**src/rtl/stb_types_pkg.sv**
```systemverilog
package stb_types_pkg;
    typedef enum logic [1:0] {
        ACT_DEC       = 2'd0,
        ACT_RELOAD    = 2'd1,
        ACT_LOAD      = 2'd2,
        ACT_LOAD_WRAP = 2'd3
    } stb_act_e;
endpackage

```
**src/rtl/stb_decode.sv**
```systemverilog
module stb_decode
    import stb_types_pkg::*;
#(
    parameter int CNT_W = 16
) (
    input  logic [CNT_W-1:0] cnt,
    input  logic [CNT_W-1:0] period,
    input  logic [CNT_W-1:0] ofs,
    input  logic             load,
    input  logic [CNT_W-1:0] load_val,
    output stb_act_e         act,
    output logic [CNT_W-1:0] nxt,
    output logic             evt
);
    localparam logic [CNT_W-1:0] ONE = CNT_W'(1);

    // pick this cycle's action: load first, then zero detection
    always_comb begin
        if (load) begin
            act = (load_val < ofs) ? ACT_LOAD_WRAP : ACT_LOAD;
        end else begin
            act = (cnt == '0) ? ACT_RELOAD : ACT_DEC;
        end
    end

    // next count and event for the chosen action
    always_comb begin
        unique case (act)
            ACT_DEC: begin
                nxt = cnt - ONE;
                evt = 1'b0;
            end
            ACT_RELOAD: begin
                nxt = period;
                evt = 1'b1;
            end
            ACT_LOAD: begin
                nxt = load_val - ofs;
                evt = 1'b0;
            end
            ACT_LOAD_WRAP: begin
                // modulo (period + 1) subtraction
                nxt = load_val + period + ONE - ofs;
                evt = 1'b1;
            end
            default: begin
                nxt = cnt;
                evt = 1'b0;
            end
        endcase
    end
endmodule

```
**src/rtl/stb_divreg.sv**
```systemverilog
module stb_divreg #(
    parameter int               CNT_W      = 16,
    parameter logic [CNT_W-1:0] RST_PERIOD = CNT_W'(19999)
) (
    input  logic             clk,
    input  logic             rst_n,
    input  logic [CNT_W-1:0] nxt,
    output logic [CNT_W-1:0] cnt
);
    always_ff @(posedge clk or negedge rst_n) begin
        if (!rst_n) begin
            cnt <= RST_PERIOD;
        end else begin
            cnt <= nxt;
        end
    end
endmodule

```
**src/rtl/stb_stamp.sv**
```systemverilog
module stb_stamp #(
    parameter int TS_W = 16
) (
    input  logic            clk,
    input  logic            rst_n,
    input  logic            evt,
    output logic            tick,
    output logic            sq,
    output logic [TS_W-1:0] stamp
);
    always_ff @(posedge clk or negedge rst_n) begin
        if (!rst_n) begin
            tick  <= 1'b0;
            sq    <= 1'b0;
            stamp <= '0;
        end else begin
            tick <= evt;
            if (evt) begin
                sq    <= ~sq;
                stamp <= stamp + TS_W'(1);
            end
        end
    end
endmodule

```
**src/rtl/stb_timebase.sv**
```systemverilog
module stb_timebase
    import stb_types_pkg::*;
#(
    parameter int               CNT_W      = 16,
    parameter int               TS_W       = 16,
    parameter logic [CNT_W-1:0] RST_PERIOD = CNT_W'(19999)
) (
    input  logic             clk,
    input  logic             rst_n,
    input  logic             cfg_we,
    input  logic [CNT_W-1:0] cfg_period,
    input  logic [CNT_W-1:0] comp_ofs,
    input  logic             rx_load,
    input  logic [CNT_W-1:0] rx_count,
    output logic             tick,
    output logic             sync_sq,
    output logic [CNT_W-1:0] div_count,
    output logic [TS_W-1:0]  stamp
);
    logic [CNT_W-1:0] period_q;
    logic [CNT_W-1:0] cnt_nxt;
    logic             evt;
    stb_act_e         act;

    // period register: used only when the counter next reloads or wraps
    always_ff @(posedge clk or negedge rst_n) begin
        if (!rst_n) begin
            period_q <= RST_PERIOD;
        end else if (cfg_we) begin
            period_q <= cfg_period;
        end
    end

    stb_decode #(.CNT_W(CNT_W)) u_dec (
        .cnt      (div_count),
        .period   (period_q),
        .ofs      (comp_ofs),
        .load     (rx_load),
        .load_val (rx_count),
        .act      (act),
        .nxt      (cnt_nxt),
        .evt      (evt)
    );

    stb_divreg #(.CNT_W(CNT_W), .RST_PERIOD(RST_PERIOD)) u_div (
        .clk   (clk),
        .rst_n (rst_n),
        .nxt   (cnt_nxt),
        .cnt   (div_count)
    );

    stb_stamp #(.TS_W(TS_W)) u_ts (
        .clk   (clk),
        .rst_n (rst_n),
        .evt   (evt),
        .tick  (tick),
        .sq    (sync_sq),
        .stamp (stamp)
    );
endmodule

```
**config.mk**
```make
export PLATFORM = sky130hd
export DESIGN_NAME = stb_timebase
export DESIGN_NICKNAME = d
export VERILOG_FILES = /design/src/rtl/stb_types_pkg.sv /design/src/rtl/stb_decode.sv /design/src/rtl/stb_divreg.sv /design/src/rtl/stb_stamp.sv /design/src/rtl/stb_timebase.sv
export SDC_FILE = /design/constraint.sdc
export NUM_CORES = 1
export LEC_CHECK = 0
export BUFFER_PORTS_ARGS = -buffer_cell sky130_fd_sc_hd__clkbuf_2
export CELL_PAD_IN_SITES_DETAIL_PLACEMENT = 0
export CELL_PAD_IN_SITES_GLOBAL_PLACEMENT = 1
export CORE_AREA = 2 2 105 107
export DETAILED_ROUTE_END_ITERATION = 10
export DIE_AREA = 0 0 107 109
export GPL_TIMING_DRIVEN = 1
export PLACE_DENSITY_LB_ADDON = 0.05
export SYNTH_ARGS = -nofsm -noshare
export SYNTH_HDL_FRONTEND = slang
export SYNTH_SLANG_ARGS = --single-unit
```
**constraint.sdc**
```tcl
create_clock -name clk -period 4 [get_ports clk]
set_clock_uncertainty 0.2 [all_clocks]
set_input_delay 0.2 -clock clk [delete_from_list [all_inputs] [get_ports clk]]
set_output_delay 0.2 -clock clk [all_outputs]
set_load 0.01 [all_outputs]
```
==> summary.json <==
{
  "path_buf_inv": {"value": 2},
  "die_x": {"value": 107, "unit": "um"},
  "final_period_minus_worst_setup_slack": {"value": 3.44, "unit": "ns"},
  "avgSynthCellArea": {"value": 8.59, "unit": "um^2"},
  "post-route-period-util": {"value": 86.0, "unit": "%"},
  "postRouteAntennaNets": {"value": 0},
  "setup-violations-final": {"value": 0},
  "ctsLongestPathBuffers": {"value": 2},
  "initial_core_utilization": {"value": 41.2, "unit": "%"},
  "layout.nets": {"value": 715},
  "leading_cell_type_in_the_layout_fill_and_taps_excluded": {"value": "sky130_fd_sc_hd__clkbuf_2"},
  "worstPathMaxFanout": {"value": 5},
  "worst-endpoint-arrival": {"value": 3.50, "unit": "ns"},
  "clockRootBuffer": {"value": "sky130_fd_sc_hd__clkbuf_8"},
  "h-tree-depth": {"value": 2},
  "fillers": {"value": 1092},
  "slowest_stage": {"value": "sky130_fd_sc_hd__dfstp_2"},
  "dr_total_vias": {"value": 3778},
  "routedWlPerCell": {"value": 15.0, "unit": "um"},
  "syn-cell-area": {"value": 0.00436, "unit": "mm^2"},
  "sequential_element_share_of_the_synthesized_area": {"value": 29.2, "unit": "%"},
  "timing.hold.worst.class": {"value": "input port to flip-flop"},
  "drv.max_cap_violation_count": {"value": 0},
  "final_max_slew_viol_count": {"value": 0},
  "synth-main-ff-cell": {"value": "sky130_fd_sc_hd__dfrtp_1"},
  "critical-path-top-delay-family": {"value": "compound AO/OA/AOI/OAI gates"},
  "synth.ff_latch_count": {"value": 50},
  "timing.setup.critical_path_class": {"value": "flip-flop to flip-flop"},
  "achievable-frequency": {"value": 0.291, "unit": "GHz"},
  "commonest_cells_after_routing_fill_and_taps_aside": {"value": "sky130_fd_sc_hd__clkbuf_2, sky130_fd_sc_hd__inv_1, sky130_fd_sc_hd__nand2_1, sky130_fd_sc_hd__nor2_1"},
  "yosys_warning_count": {"value": 0},
  "finalSetupTns": {"value": 0, "unit": "ns"},
  "worst_pin_slew": {"value": 1.01, "unit": "ns"},
  "cts_tree": {"value": "built"},
  "p_leak": {"value": 2.62, "unit": "nW"},
  "worst_setup_path_end_kind": {"value": "flip-flop"},
  "synth_edf_count": {"value": 0},
  "antenna_found_initial": {"value": 0},
  "critical_path_required": {"value": 4.06, "unit": "ns"},
  "post-cts-setup-buffer-count": {"value": 0},
  "drtPass1Iterations": {"value": 4},
  "power_density": {"value": 381, "unit": "mW/mm^2"},
  "worstPathCellList": {"value": "inv_1, fa_1, inv_1, ha_1, a211oi_1, o211ai_1, a31oi_1, o21ai_0, a21oi_1, o2bb2ai_1, xnor2_1, a221o_1"},
  "floorplan.io_pins": {"value": 86},
  "final_layout_size_suffix_gt1_share": {"value": 21.1, "unit": "%"},
  "finalWirelength": {"value": 11200, "unit": "um"},
  "cts.reportedPaths.clkPinSlew": {"value": 0.10, "unit": "ns"},
  "grt_start_max_net_pins": {"value": 51},
  "unrepaired_setup_endpoints_after_global_routing": {"value": "no"},
  "netlist_instances": {"value": 508},
  "worst_skew_pair.late_latency": {"value": 0.32, "unit": "ns"},
  "run_status": {"value": "finished, final reports clean"},
  "areaGrowthSynthToFinish": {"value": 19.6, "unit": "%"},
  "number_of_global_route_vias_before_repair": {"value": 3838},
  "place_hpwl": {"value": 8830, "unit": "um"},
  "slew-limit-headroom": {"value": 32.3, "unit": "%"},
  "crit_top_cell": {"value": "sky130_fd_sc_hd__inv_1"},
  "clkSinkCount": {"value": 50},
  "utilization": {"value": 49.2, "unit": "%"},
  "grt_pass1_wl": {"value": 18500, "unit": "um"},
  "net_count_synth": {"value": 613},
  "viasPerCell": {"value": 5.03},
  "synth_async_sr_flop_share": {"value": 100, "unit": "%"},
  "cts_made_buffers": {"value": 5},
  "die_height": {"value": 109, "unit": "um"},
  "io_buffer_count": {"value": 85},
  "die_area": {"value": 0.0117, "unit": "mm^2"},
  "core.rowCount": {"value": 38},
  "globalRouteTotalUtil": {"value": 20.1, "unit": "%"},
  "power.ir.vdd_worst": {"value": 0.242, "unit": "mV"},
  "grt-ovfl-total": {"value": 0},
  "detail_route.drc_violations": {"value": 0},
  "critical_path.max_stage_delay": {"value": 0.55, "unit": "ns"},
  "hold-worst-slack": {"value": 0.0861, "unit": "ns"},
  "final_hold_viol_count": {"value": 0},
  "antenna_cells_inserted": {"value": 0},
  "core_region_area": {"value": 0.0106, "unit": "mm^2"},
  "worst_setup_path_start_kind": {"value": "flip-flop"},
  "drt_iter0_drc": {"value": 139},
  "totalPowerFinal": {"value": 1.99, "unit": "mW"},
  "ys_types": {"value": 56},
  "gp_routability_congestion": {"value": 0.831}
}
tightest hold or removal path, cell delays in order:
cell and delay, ns:
sky130_fd_sc_hd__clkbuf_2 0.09, sky130_fd_sc_hd__ha_1 0.12, sky130_fd_sc_hd__inv_1 0.03, sky130_fd_sc_hd__a21oi_1 0.13
sky130_fd_sc_hd__a21oi_1 0.05
synthesized netlist by cell type, drive strengths merged (2+ instances only):
cell type / instances / area, um^2
o21a: 4 / 30.0
nand4: 4 / 25.0
a211oi: 3 / 22.5
fa: 16 / 320
a21oi: 37 / 185
clkbuf: 11 / 41.3
nor4: 4 / 25.0
and3: 4 / 25.0
inv: 80 / 300
nand2: 41 / 154
a31oi: 7 / 43.8
xor2: 17 / 149
nand2b: 6 / 37.5
nand3: 9 / 45.0
nor3: 8 / 51.3
dfstp: 18 / 473
and2: 3 / 18.8
a21o: 8 / 60.1
nor2b: 3 / 18.8
a221o: 2 / 20.0
dfrtp: 32 / 801
a221oi: 2 / 17.5
o211ai: 6 / 50.1
o31ai: 3 / 22.5
or4: 3 / 30.0
a22oi: 2 / 15.0
or3: 2 / 12.5
o21ai: 27 / 135
nor2: 41 / 164
o21bai: 4 / 30.0
o22ai: 8 / 50.1
xnor2: 36 / 315
ha: 37 / 463
mux2: 4 / 45.0
nand4b: 2 / 32.5
layer usage:
| layer | up-vias | GRT usage, % | wire (um) |
|---|---|---|---|
| met5 | - | 0 | 0 |
| li1 | 1915 | - | - |
| met2 | 80 | 34.6 | 5320 |
| met4 | 0 | 4.36 | 106 |
| met3 | 7 | 3.59 | 544 |
| met1 | 1776 | 26.4 | 5270 |
area by class of cell:
cell class | instances | area (um^2) | share of cell area [%]
clock buffer | 6 | 82.6 | 1.58
clock inverter | 2 | 12.5 | 0.240
inverter | 80 | 300 | 5.75
multi-input combinational | 367 | 2750 | 52.7
sequential | 50 | 1270 | 24.4
tap | 140 | 175 | 3.36
timing repair buffer | 106 | 626 | 12.0
metrics by stage:
| step | instances | instance area (um^2) | setup WS [ns] |
|---|---|---|---|
| after floorplan | 508 | 4360 | 0.843 |
| after global placement | 726 | 4950 | 0.638 |
| after detailed placement | 726 | 4950 | 0.585 |
| after CTS | 751 | 5220 | 0.546 |
| after global routing | 751 | 5220 | 0.338 |
| final | 751 | 5220 | 0.562 |
timing repair:
item,4_1_cts,5_1_grt
hold buffers,17,0
endpoints found under the hold margin,48,0
gates resized for setup,0,0
power by group:
| part | internal (mW) | total [mW] | switching (mW) |
|---|---|---|---|
| clock | 0.140 | 0.334 | 0.194 |
| sequential | 0.629 | 0.748 | 0.119 |
| combinational | 0.415 | 0.905 | 0.489 |
path summary, 6_finish.rpt:
| kind | startpoint | end | slack [ns] | cells after the start |
|---|---|---|---|---|
| max | period_q[2] | u_div.cnt[14] | 0.56 | 12 |
| min | rx_count[0] | u_div.cnt[0] | 0.09 | 5 |
| max reg2reg | period_q[2] | u_div.cnt[14] | 0.56 | 12 |
| min reg2reg | u_ts.stamp[15] | u_ts.stamp[15] | 0.27 | 1 |
| max in group asynchronous | rst_n | u_ts.stamp[13] | 2.81 | 3 |
| min in group asynchronous | rst_n | u_div.cnt[12] | 0.34 | 3 |
logic make-up (layout without fill, tap and decap cells):
group	Yosys count	after routing	share of synthesized area, %
AND/OR/NAND/NOR	133	133	15.2
flip-flops	50	50	29.2
AO/OA/AOI/OAI	123	123	17.9
XOR/XNOR	53	53	10.6
multiplexers	5	5	1.26
buffers and inverters	91	194	7.83
adder cells (fa/ha/maj)	53	53	17.9
sequential cells by signal (all words and copies together), names as in the netlist:
| register | flops |
|---|---|
| u_ts.sq | 1 |
| u_ts.tick | 1 |
| period_q | 16 |
| u_div.cnt | 16 |
| u_ts.stamp | 16 |
Power figures use the tool's default switching activity.
